## src/rtl/gpio_idx_port.sv

```systemverilog
module gpio_idx_port #(
  parameter int NPIN = 8
) (
  input  logic            clk,
  input  logic            rst_n,
  input  logic            bus_sel,
  input  logic            bus_wr,
  input  logic [1:0]      bus_addr,
  input  logic [7:0]      bus_wdata,
  output logic [7:0]      bus_rdata,
  input  logic [NPIN-1:0] pin_in,
  input  logic [NPIN-1:0] alt_out,
  output logic [NPIN-1:0] pin_out,
  output logic [NPIN-1:0] pin_oe
);

  localparam logic [1:0] A_INDEX = 2'd0;
  localparam logic [1:0] A_WIN   = 2'd1;
  localparam logic [1:0] A_LATCH = 2'd2;
  localparam logic [1:0] A_PINS  = 2'd3;

  localparam logic [7:0] SUB_DIR = 8'h01;
  localparam logic [7:0] SUB_ALT = 8'h02;
  localparam logic [7:0] SUB_OD  = 8'h03;

  logic [7:0]      idx_q;
  logic [NPIN-1:0] dir_q, alt_q, od_q, lat_q;
  logic [NPIN-1:0] sync1_q, sync2_q;
  logic [NPIN-1:0] drive_v;
  logic [7:0]      win_rd;

  wire wr_en  = bus_sel & bus_wr;
  wire wr_idx = wr_en & (bus_addr == A_INDEX);
  wire wr_win = wr_en & (bus_addr == A_WIN);
  wire wr_lat = wr_en & (bus_addr == A_LATCH);

  always_ff @(posedge clk or negedge rst_n) begin
    if (!rst_n) begin
      idx_q <= '0;
      dir_q <= '1;
      alt_q <= '0;
      od_q  <= '0;
      lat_q <= '0;
    end else begin
      if (wr_idx) idx_q <= bus_wdata;
      if (wr_lat) lat_q <= bus_wdata[NPIN-1:0];
      if (wr_win) begin
        case (idx_q)
          SUB_DIR: dir_q <= bus_wdata[NPIN-1:0];
          SUB_ALT: alt_q <= bus_wdata[NPIN-1:0];
          SUB_OD:  od_q  <= bus_wdata[NPIN-1:0];
          default: ;
        endcase
      end
    end
  end

  always_ff @(posedge clk or negedge rst_n) begin
    if (!rst_n) begin
      sync1_q <= '0;
      sync2_q <= '0;
    end else begin
      sync1_q <= pin_in;
      sync2_q <= sync1_q;
    end
  end

  always_comb begin
    win_rd = '0;
    case (idx_q)
      SUB_DIR: win_rd[NPIN-1:0] = dir_q;
      SUB_ALT: win_rd[NPIN-1:0] = alt_q;
      SUB_OD:  win_rd[NPIN-1:0] = od_q;
      default: win_rd = '0;
    endcase
  end

  always_comb begin
    bus_rdata = '0;
    if (bus_sel) begin
      case (bus_addr)
        A_INDEX: bus_rdata = idx_q;
        A_WIN:   bus_rdata = win_rd;
        A_LATCH: bus_rdata[NPIN-1:0] = lat_q;
        A_PINS:  bus_rdata[NPIN-1:0] = sync2_q;
        default: bus_rdata = '0;
      endcase
    end
  end

  for (genvar b = 0; b < NPIN; b++) begin : g_pin
    assign drive_v[b] = alt_q[b] ? alt_out[b] : lat_q[b];
    assign pin_out[b] = drive_v[b] & ~od_q[b];
    assign pin_oe[b]  = ~dir_q[b] & (~od_q[b] | ~drive_v[b]);
  end

  logic [1:0] age_q;
  always_ff @(posedge clk or negedge rst_n) begin
    if (!rst_n) age_q <= '0;
    else if (age_q != 2'd3) age_q <= age_q + 2'd1;
  end

  AST_IDX_HOLD: assert property (@(posedge clk) disable iff (!rst_n)
    !wr_idx |=> $stable(idx_q)) else $error("index changed without write");

  AST_IDX_LOAD: assert property (@(posedge clk) disable iff (!rst_n)
    wr_idx |=> (idx_q == $past(bus_wdata))) else $error("index not loaded");

  AST_INPUT_NO_DRIVE: assert property (@(posedge clk) disable iff (!rst_n)
    (dir_q & pin_oe) == '0) else $error("input pin enabled");

  AST_OD_NEVER_HIGH: assert property (@(posedge clk) disable iff (!rst_n)
    (od_q & pin_oe & pin_out) == '0) else $error("open-drain pin drives high");

  AST_UNIMPL_WRITE: assert property (@(posedge clk) disable iff (!rst_n)
    (wr_win && (idx_q == 8'h00 || idx_q > SUB_OD)) |=> $stable({dir_q, alt_q, od_q}))
    else $error("write to unused index changed state");

  AST_SYNC_DEPTH: assert property (@(posedge clk) disable iff (!rst_n)
    (age_q >= 2'd2) |-> (sync2_q == $past(pin_in, 2))) else $error("sync depth wrong");

  AST_LATCH_HOLD: assert property (@(posedge clk) disable iff (!rst_n)
    !wr_lat |=> $stable(lat_q)) else $error("latch changed without write");

endmodule

```

## config.mk

```make
export PLATFORM = sky130hd
export DESIGN_NAME = gpio_idx_port
export DESIGN_NICKNAME = d
export VERILOG_FILES = /design/src/rtl/gpio_idx_port.sv
export SDC_FILE = /design/constraint.sdc
export NUM_CORES = 1
export LEC_CHECK = 0
export BUFFER_PORTS_ARGS = -buffer_cell sky130_fd_sc_hd__buf_2
export CELL_PAD_IN_SITES_DETAIL_PLACEMENT = 1
export CELL_PAD_IN_SITES_GLOBAL_PLACEMENT = 2
export CORE_UTILIZATION = 41
export CTS_BUF_LIST = sky130_fd_sc_hd__clkbuf_4
export DETAILED_ROUTE_END_ITERATION = 12
export GPL_TIMING_DRIVEN = 0
export PLACE_DENSITY = 0.95
export SLEW_MARGIN = 10
export SYNTH_ARGS = -nofsm -noshare
export SYNTH_HDL_FRONTEND = slang
export SYNTH_SLANG_ARGS = --single-unit
```

## constraint.sdc

```tcl
create_clock -name clk -period 3.51 [get_ports clk]
set_input_delay 0.351 -clock clk [delete_from_list [all_inputs] [get_ports clk]]
set_output_delay 0.351 -clock clk [all_outputs]
set_load 0.02 [all_outputs]
```

==> metrics.md, run 1 <==
| Metric | Value |
|---|---|
| Status | `complete, but fails checks` |
| Failing checks | `hold timing` |
| Global-route wire length before repair | `9.75 mm` |
| Count of cell types in the netlist | `22` |
| Worst vdd ir | `around 0.27 mV` |
| Post-CTS sizing | `0` |
| Commonest non-fill, non-tap cell in the layout | `buf_2` |
| Final hold violation count | `12` |
| Antenna cells | `0` |
| Die area | `approximately 6700 um^2` |
| Critical path class | `flip-flop to output pin` |
| Flops & latches, synth | `56` |
| YS warnings | `0` |
| Global-route usage over all layers | `0.204` |
| Drt wl/cell | `about 19 um` |
| Worst path required time | `~3.2 ns` |
| Final nets | `about 280` |
| CTS Buffer Depth | `2` |
| Period utilization | `0.759` |
| TritonCTS Buffers | `5` |
| Placed cells | `319` |
| Share of cells above drive strength 1 | `0.508` |
| I/O pin count | `54` |
| Die span in x | `just over 80 um` |
| Mapped Cells | `roughly 190` |
| DP HPWL | `approximately 4.2 mm` |
| Slew headroom | `0.469` |
| Setup-failing EPs final | `0` |
| IO Port Bufs | `53` |
| Crit end category | `output pin` |
| Crit-path max FO | `8` |
| Syn Area/Cell | `13.6 um^2` |
| Final setup TNS | `0 ns` |
| Vias per cell | `5.58` |
| Max-cap viol count | `0` |
| Via count | `1,824` |
| Post-route DRC violation count | `0` |
| Crit path DAT | `roughly 2.3 ns` |
| WHS | `-0.00996 ns` |
| FP Rows | `28` |
| Clk sink count | `56` |
| 1st-iter DRT viols | `between 40 and 50` |
| Area of the core | `approximately 6000 um^2` |
| Worst Clk Skew | `0.0101 ns` |
| RSZ-0062 raised after global routing | `false` |
| CTS Hold Buffers Added | `0` |
| Post-CTS Setup Inserts | `0` |
| Worst min path class | `input port to asynchronous set/reset pin` |
| PD cells | `~460 nW/um^2` |
| Leak pwr | `roughly 1.4 nW` |
| Vias in the first global route | `1,910` |
| Initial core utilization | `0.431` |
| Clk slew on worst S/H paths | `approximately 0.15 ns` |
| Layout Area Growth over Synthesis | `16.1%` |
| TritonCTS clock tree | `done` |
| Most frequent cells in the layout | `buf_2 (57), mux2_2 (48), dfrtp_1 (48)` |
| Min Tclk post-route | `between 2 and 3 ns` |
| Synth top area share | `0.462` |
| Worst-skew pair later-pin latency | `approximately 0.37 ns` |
| Post-synthesis cell type with the largest combined area | `dfrtp_1` |
| Fmax | `~380 MHz` |
| Post-synthesis sequential area ratio | `0.543` |
| Initial antenna violation count | `0` |
| Die span in y | `roughly 82 um` |
| Post-route ant nets | `0` |
| GRT overflow | `0` |
| Root Buffer | `clkbuf_4` |
| GP Congestion | `0.743` |
| Final Max Tran Viols | `0` |
| Worst-Margin Slew | `approximately 0.8 ns` |
| Synth top area cells | `dfrtp_1 (46%), mux2_2 (21%), dfstp_2 (8.1%)` |
| Final wirelength | `just over 6 mm` |
| Synth Net Count | `about 220` |
| H-tree Lvls | `2` |
| Mapped Area | `about 2600 um^2` |
| Largest net degree at the start of global routing | `57` |
| TritonRoute pass-1 iters | `4` |
| Post-Layout Cell Count | `327` |
| CP Launch Type | `flip-flop` |
==> cell type report <==
| type | count | area (um^2) |
|---|---|---|
| Clock buffer | 7 | 52.6 |
| Multi-Input combinational cell | 127 | 1150 |
| Fill cell | 678 | 3010 |
| Timing Repair Buffer | 53 | 268 |
| Sequential cell | 56 | 1410 |
| Clock inverter | 1 | 5.00 |
| Tap cell | 75 | 93.8 |
| Buffer | 8 | 36.3 |
==> worst paths after layout <==
kind	from	to	slack [ns]	cells after the start
min in group clk	pin_in[4]	sync1_q[4]	0.06	1
max in group asynchronous	rst_n	lat_q[0]	3.05	1
hold reg to reg	sync1_q[1]	sync2_q[1]	0.37	0
setup reg to reg	idx_q[5]	od_q[2]	1.58	3
hold / removal	rst_n	od_q[4]	-0.01	1
setup / recovery	idx_q[5]	bus_rdata[0]	0.84	4
==> Yosys cell counts, drive strengths merged <==
master / count
dfrtp: 48
mux2: 48
nor2: 17
mux2i: 16
nor2b: 10
a221oi: 8
dfstp: 8
nor4b: 8
o2bb2ai: 8
buf: 6
nand4: 3
clkbuf: 2
a21oi: 1
and2: 1
and4b: 1
nand2: 1
nand2b: 1
nand4b: 1
nor3: 1
nor4: 1
or2: 1
==> per-stage QoR <==
step                setup WS, ns   util  power [mW]  hold slack [ns]  cell area, um^2
finish                     0.844  0.501        1.39         -0.00996             3020
global route               0.675  0.501        1.46           0.0324             3020
CTS                        0.855  0.501        1.40           0.0515             3020
detailed placement          1.19  0.491        1.12            0.337             2960
global placement            1.21  0.491        1.11            0.331             2960
floorplan                   1.34      -       0.994           0.0554             2600
==> sequential cells by signal, indices dropped and copies added (netlist names) <==
| register | cells |
|---|---|
| od_q | 8 |
| sync2_q | 8 |
| dir_q | 8 |
| alt_q | 8 |
| lat_q | 8 |
| sync1_q | 8 |
| idx_q | 8 |
==> worst max-delay path, cell delays in order, from the launching register on <==
cell and delay (ns):
dfrtp_1 0.45, nor4_4 0.44, a21oi_1 0.34, nor4b_1 0.47, buf_2 0.24
==> logic make-up after synthesis <==
family                 after synthesis  share of synthesized area
muxes                               64                      0.269
DFF                                 56                      0.543
and+or+nand+nor                     46                      0.118
AOI/OAI and AO/OA                   17                     0.0558
buffers and inverters                8                     0.0140
==> power by group <==
group          switching (mW)  total (mW)  internal, mW
logic                   0.191       0.334         0.143
registers              0.0576       0.773         0.716
clock network           0.190       0.284        0.0941
total                   0.439        1.39         0.953
==> routing by layer <==
layer / wire length, um / global-route usage / vias to the layer above
li1: - / - / 839
met1: 2820 / 0.269 / 919
met2: 3050 / 0.339 / 57
met3: 263 / 0.0389 / 9
met4: 102 / 0.0667 / 0
met5: 0 / 0 / -
Power figures use the tool's default switching activity.
==> run 2, diff against run 1 <==
Settings changed: ABC_AREA from default to 1, CORE_UTILIZATION 41 to 30, PLACE_DENSITY 0.95 to 0.87.
Clock period 3.51 ns to 2.2 ns, I/O delays scaled along.
==> run 2 against run 1 <==
The run now ends clean. Total power up 77%. Die area up 40%. Register-to-register slack got worse by 1.1 ns. Utilization shrank 9.2 points. Cell count is 58% higher. Combinational power grew 120%. First-iteration DRC count grew to 3.7 times the previous value. Largest cell class unchanged. Highest routed layer unchanged.
==> metrics.md, run 2 <==
| Metric | Value |
|---|---|
| Status | `finished, final reports clean` |
| Worst vdd ir | `~0.3 mV` |
| Post-synthesis cell type with the largest combined area | `dfrtp_1` |
| Vias in the first global route | `between 2,000 and 3,000` |
| Worst path required time | `between 1.5 and 2 ns` |
| Mapped Area | `2690 um^2` |
| Synth Net Count | `~350` |
| Placed cells | `between 400 and 500` |
| TritonCTS clock tree | `done` |
| WHS | `0.149 ns` |
| Predominant post-synthesis flop cell | `dfrtp_1` |
| YS warnings | `0` |
| Commonest non-fill, non-tap cell in the layout | `nand2_1` |
| Clk slew on worst S/H paths | `~0.16 ns` |
| Die span in y | `between 90 and 100 um` |
| Crit-path max FO | `6` |
| Crit path DAT | `1.91 ns` |
| Worst reg2reg setup slack | `between 0.4 and 0.5 ns` |
| Worst min path class | `input port to flip-flop` |
| Async SR Flop Fraction | `1.00` |
| Setup-failing EPs final | `0` |
| DP HPWL | `about 5.6 mm` |
| Initial core utilization | `0.308` |
| TritonRoute pass-1 iters | `4` |
| Slew headroom | `0.512` |
| GRT overflow | `0` |
| IO Port Bufs | `52` |
| Vias per cell | `roughly 4.9` |
| Layout Area Growth over Synthesis | `32.7%` |
| Die span in x | `96.7 um` |
| WL met1 | `between 3 and 4 mm` |
| Post-route DRC violation count | `0` |
| 1st-iter DRT viols | `approximately 180` |
| Synth top area cells | `dfrtp_1 (45%), nand2_1 (10%), dfstp_2 (7.8%)` |
| CP Launch Type | `flip-flop` |
| Leak pwr | `1.74 nW` |
| Final hold violation count | `0` |
| Post-route ant nets | `0` |
| Count leader, synth | `nand2_1` |
| Global-route usage over all layers | `0.177` |
| Area of the core | `approximately 8700 um^2` |
| I/O pin count | `54` |
| Final Max Tran Viols | `0` |
| Drt wl/cell | `~16 um` |
| Via count | `between 2,000 and 3,000` |
| Period utilization | `0.970` |
| H-tree Lvls | `2` |
| Antenna cells | `0` |
| FP Rows | `34` |
| Global-route wire length before repair | `approximately 13 mm` |
| GP Congestion | `0.761` |
| Most frequent cells in the layout | `nand2_1 (67), dfrtp_1 (48), buf_2 (45)` |
| Mapped Cells | `322` |
| Synth top area share | `0.447` |
| Syn Area/Cell | `between 8 and 9 um^2` |
| Worst Clk Skew | `~0.009 ns` |
| Worst-Margin Slew | `~0.73 ns` |
| Share of cells above drive strength 1 | `0.352` |
| Highest metal used | `met4` |
| Final wirelength | `8.16 mm` |
| Fmax | `469 MHz` |
| DR WL met2 | `~4.2 mm` |
| EDFF count, synth | `0` |
| Worst-skew pair later-pin latency | `0.38 ns` |
| Post-Layout Cell Count | `between 500 and 600` |
| Post-synthesis sequential area ratio | `0.525` |
| TritonCTS Buffers | `5` |
| Count of cell types in the netlist | `19` |
| Die area | `roughly 9300 um^2` |
| Final nets | `~440` |
| Met3 WL | `roughly 250 um` |
| # fillers | `approximately 1,000` |
| Max-cap viol count | `0` |
| Largest net degree at the start of global routing | `57` |
| Clk sink count | `between 50 and 60` |
| CTS Buffer Depth | `2` |
| RSZ-0062 raised after global routing | `true` |
| Flops & latches, synth | `56` |
| Crit end category | `output pin` |
| Critical path class | `flip-flop to output pin` |
| Root Buffer | `clkbuf_4` |
| Post-synth top cells | `nand2_1 (72), dfrtp_1 (48), inv_1 (43), nand3_1 (40), o21ai_0 (34)` |
| Min Tclk post-route | `~2.1 ns` |
| Initial antenna violation count | `0` |
| PD cells | `approximately 700 nW/um^2` |
==> run 2: changes by cell type in the layout (fill, tap and decap cells not counted), sizes merged, moves of 21 or more <==
cell,before,now
nand3,0,44
nand2,1,72
mux2,48,0
o21ai,0,64
buf,59,80
inv,0,44
==> run 2: what timing repair did <==
item | 4_1_cts | 5_1_grt
setup endpoints to repair | 8 | 8
pin swaps | 4 | 12
gates cloned | 0 | 2
gates resized for setup | 6 | 44
endpoints found under the hold margin | 8 | 48
buffers inserted | 10 | 6
hold buffers | 8 | 1
==> run 2: report_power, final <==
part	switching (mW)	total, mW	internal (mW)
clock network	0.335	0.472	0.137
logic	0.440	0.737	0.298
registers	0.100	1.25	1.15
==> run 2: final timing paths <==
kind,startpoint,endpoint,depth (start not counted)
worst max register to register,idx_q[4],alt_q[6],9
min in group asynchronous,rst_n,sync2_q[3],2
worst min register to register,sync1_q[5],sync2_q[5],0
max in group asynchronous,rst_n,od_q[7],2
worst min-delay path,bus_wdata[0],alt_q[0],3
worst max-delay path,idx_q[4],bus_rdata[3],9
==> run 2: routing by layer <==
metal | GRT usage | vias to the layer above
li1 | - | 1224
met1 | 0.224 | 1246
met2 | 0.319 | 58
met3 | 0.0238 | 10
met4 | 0.0402 | 0
met5 | 0 | -
==> run 2: logic make-up (layout without fill, tap and decap cells) <==
family	after synthesis	count (layout)	share of synthesized area
compound gates	80	80	0.160
buf+inv	55	142	0.0944
flops	56	56	0.525
simple gates	131	131	0.221
==> run 2: through the flow <==
step            util  cell area, um^2  setup slack [ns]  power (mW)  TNS (ns)
6_report       0.409             3570            0.0656        2.46         0
5_1_grt        0.409             3570           -0.0355        2.58    -0.125
4_1_cts        0.382             3330           0.00242        2.37         0
3_5_place_dp   0.354             3090             0.253        1.83         0
3_3_place_gp   0.354             3090             0.302        1.81         0
2_1_floorplan      -             2690             0.562        1.61         0
==> run 2: cell type report <==
class,count,area [um^2],share of cell area
Sequential cell,56,1410,0.395
Multi-Input combinational cell,211,1170,0.327
Inverter,44,165,0.0463
Clock buffer,6,45.0,0.0126
Timing Repair Buffer,79,536,0.150
Clock inverter,2,12.5,0.00351
Tap cell,108,135,0.0379
Buffer,11,96.3,0.0270
==> run 2: worst max-delay path, stage by stage (launching register included) <==
cell     delay [ns]
dfrtp_1        0.42
inv_1          0.08
nand2_2        0.07
nor2_4         0.23
buf_6          0.17
nand3_1        0.08
nand3_2        0.10
nand2_2        0.06
a21oi_2        0.16
buf_4          0.16
==> run 3, diff against run 2 <==
==> constraint.sdc (replaced) <==
create_clock -name clk -period 2.2 [get_ports clk]
set_input_delay 0.11 -clock clk [delete_from_list [all_inputs] [get_ports clk]]
set_output_delay 0.11 -clock clk [all_outputs]
set_load 0.02 [all_outputs]
==> run 3 against run 2 <==
Combinational power shrank 15%. Utilization shrank 2.8 points. Setup slack gained 0.026 ns. Wire length shrank 4.6%. Sequential share of layout area grew 2.9 points. Largest power group unchanged. Highest routed layer unchanged.
==> metrics.md, run 3 (synthesized netlist as in run 2, its figures left out) <==
| Metric | Value |
|---|---|
| DP Worst Slack | `approximately 0.36 ns` |
| Slew headroom | `0.517` |
| CP Launch Type | `flip-flop` |
| DP HPWL | `5.57 mm` |
| Post-route DRC violation count | `0` |
| Commonest non-fill, non-tap cell in the layout | `nand2_1` |
| Antenna cells | `0` |
| Max-cap viol count | `0` |
| Area of the core | `8720 um^2` |
| Critical path class | `flip-flop to output pin` |
| Setup WS post-layout | `about 0.091 ns` |
| Most frequent cells in the layout | `nand2_1 (71), buf_2 (51), dfrtp_1 (48)` |
| Vias per cell | `around 5` |
| Clk sink count | `between 50 and 60` |
| Post-Layout Cell Count | `507` |
| Placed cells | `482` |
| GP Congestion | `around 0.76` |
| Fmax | `between 400 and 500 MHz` |
| TritonCTS clock tree | `done` |
| Min Tclk post-route | `around 2.1 ns` |
| PD cells | `between 700 and 800 nW/um^2` |
| WHS | `0.0440 ns` |
| Clk slew on worst S/H paths | `about 0.16 ns` |
| Die span in x | `~97 um` |
| Final wirelength | `approximately 7.8 mm` |
| Period utilization | `0.958` |
| Worst-Margin Slew | `0.724 ns` |
| CTS Buffer Depth | `2` |
| Final Max Tran Viols | `0` |
| Via count | `between 2,000 and 2,500` |
| Root Buffer | `clkbuf_4` |
| Initial core utilization | `0.308` |
| Worst vdd ir | `0.297 mV` |
| TritonRoute pass-1 iters | `4` |
| Layout Area Growth over Synthesis | `23.7%` |
| Setup-failing EPs final | `0` |
| Crit end category | `output pin` |
| H-tree Lvls | `2` |
| TritonCTS Buffers | `5` |
| Post-route ant nets | `0` |
| Worst Clk Skew | `0.00908 ns` |
| 1st-iter DRT viols | `~180` |
| Leak pwr | `between 1.5 and 2 nW` |
| IO Port Bufs | `52` |
| Crit path DAT | `2.00 ns` |
| Vias in the first global route | `approximately 2,500` |
| Global-route usage over all layers | `0.172` |
| Crit-path max FO | `6` |
| Worst min path class | `input port to flip-flop` |
| Global-route wire length before repair | `about 13 mm` |
| Drt wl/cell | `around 15 um` |
| Die area | `about 9300 um^2` |
| Status | `finished, final reports clean` |
| Share of cells above drive strength 1 | `0.266` |
| Worst path required time | `between 2 and 2.5 ns` |
| Final nets | `between 400 and 500` |
| Initial antenna violation count | `0` |
| I/O pin count | `54` |
| Tot Pwr | `roughly 2.3 mW` |
| Worst-skew pair later-pin latency | `between 0.3 and 0.4 ns` |
| FP Rows | `34` |
| Die span in y | `96.7 um` |
| GRT overflow | `0` |
| Largest net degree at the start of global routing | `57` |
| Final hold violation count | `0` |
## run 3: cell count changes in the layout (fill, tap and decap cells not counted), sizes merged
cell | before | now
buf | 80 | 69
nor2 | 14 | 15
## run 3: metrics by stage
step | area [um^2] | TNS, ns | utilization
floorplan | 2690 | 0 | -
finish | 3330 | 0 | 0.382
detailed placement | 3090 | 0 | 0.354
global route | 3330 | -0.0189 | 0.382
CTS | 3250 | 0 | 0.373
global placement | 3090 | 0 | 0.354
## run 3: repair_timing
action	4_1_cts	5_1_grt
cloned	0	1
resized for setup	3	6
pin swaps	1	2
endpoints found under the hold margin	8	48
setup buffers	2	5
hold buffers	8	1
endpoints found under the setup margin	8	8
## run 3: report_power, final
part	internal [mW]	leakage [nW]	switching, mW
registers	1.15	0.692	0.0983
clock network	0.137	0.0317	0.332
logic	0.232	0.911	0.397
## run 3: area by class of cell
| class | count | area [um^2] |
|---|---|---|
| Fill cell | 1068 | 5390 |
| Inverter | 44 | 165 |
| Clock inverter | 2 | 12.5 |
| Buffer | 11 | 96.3 |
| Multi-Input combinational cell | 212 | 1050 |
| Tap cell | 108 | 135 |
| Timing Repair Buffer | 68 | 410 |
| Clock buffer | 6 | 45.0 |
| Sequential cell | 56 | 1410 |
## run 3: worst paths after layout
path,start,endpoint,slack (ns),cells past startpoint
hold / removal,bus_wdata[0],alt_q[0],0.04,3
min in group asynchronous,rst_n,sync2_q[3],0.29,2
setup reg to reg,idx_q[2],od_q[6],0.54,8
setup / recovery,idx_q[2],bus_rdata[3],0.09,9
hold reg to reg,sync1_q[2],sync2_q[2],0.37,0
max in group asynchronous,rst_n,alt_q[7],1.42,2
## run 3: worst max-delay path, stage by stage (launching register included)
cell and delay (ns):
dfrtp_1 0.42, inv_1 0.07, nand2_2 0.13, nor2_4 0.22
buf_4 0.17, nand3_1 0.07, nand3_1 0.10, nand2_1 0.07
a21oi_1 0.19, buf_4 0.18
## run 3: per-layer routing
metal	up-vias	track usage	wire, um	share of wire
met5	-	0	0	0
met4	0	0.0413	105	0.013
met3	11	0.0267	262	0.034
met2	50	0.301	3920	0.50
met1	1226	0.221	3500	0.45
li1	1208	-	-	-
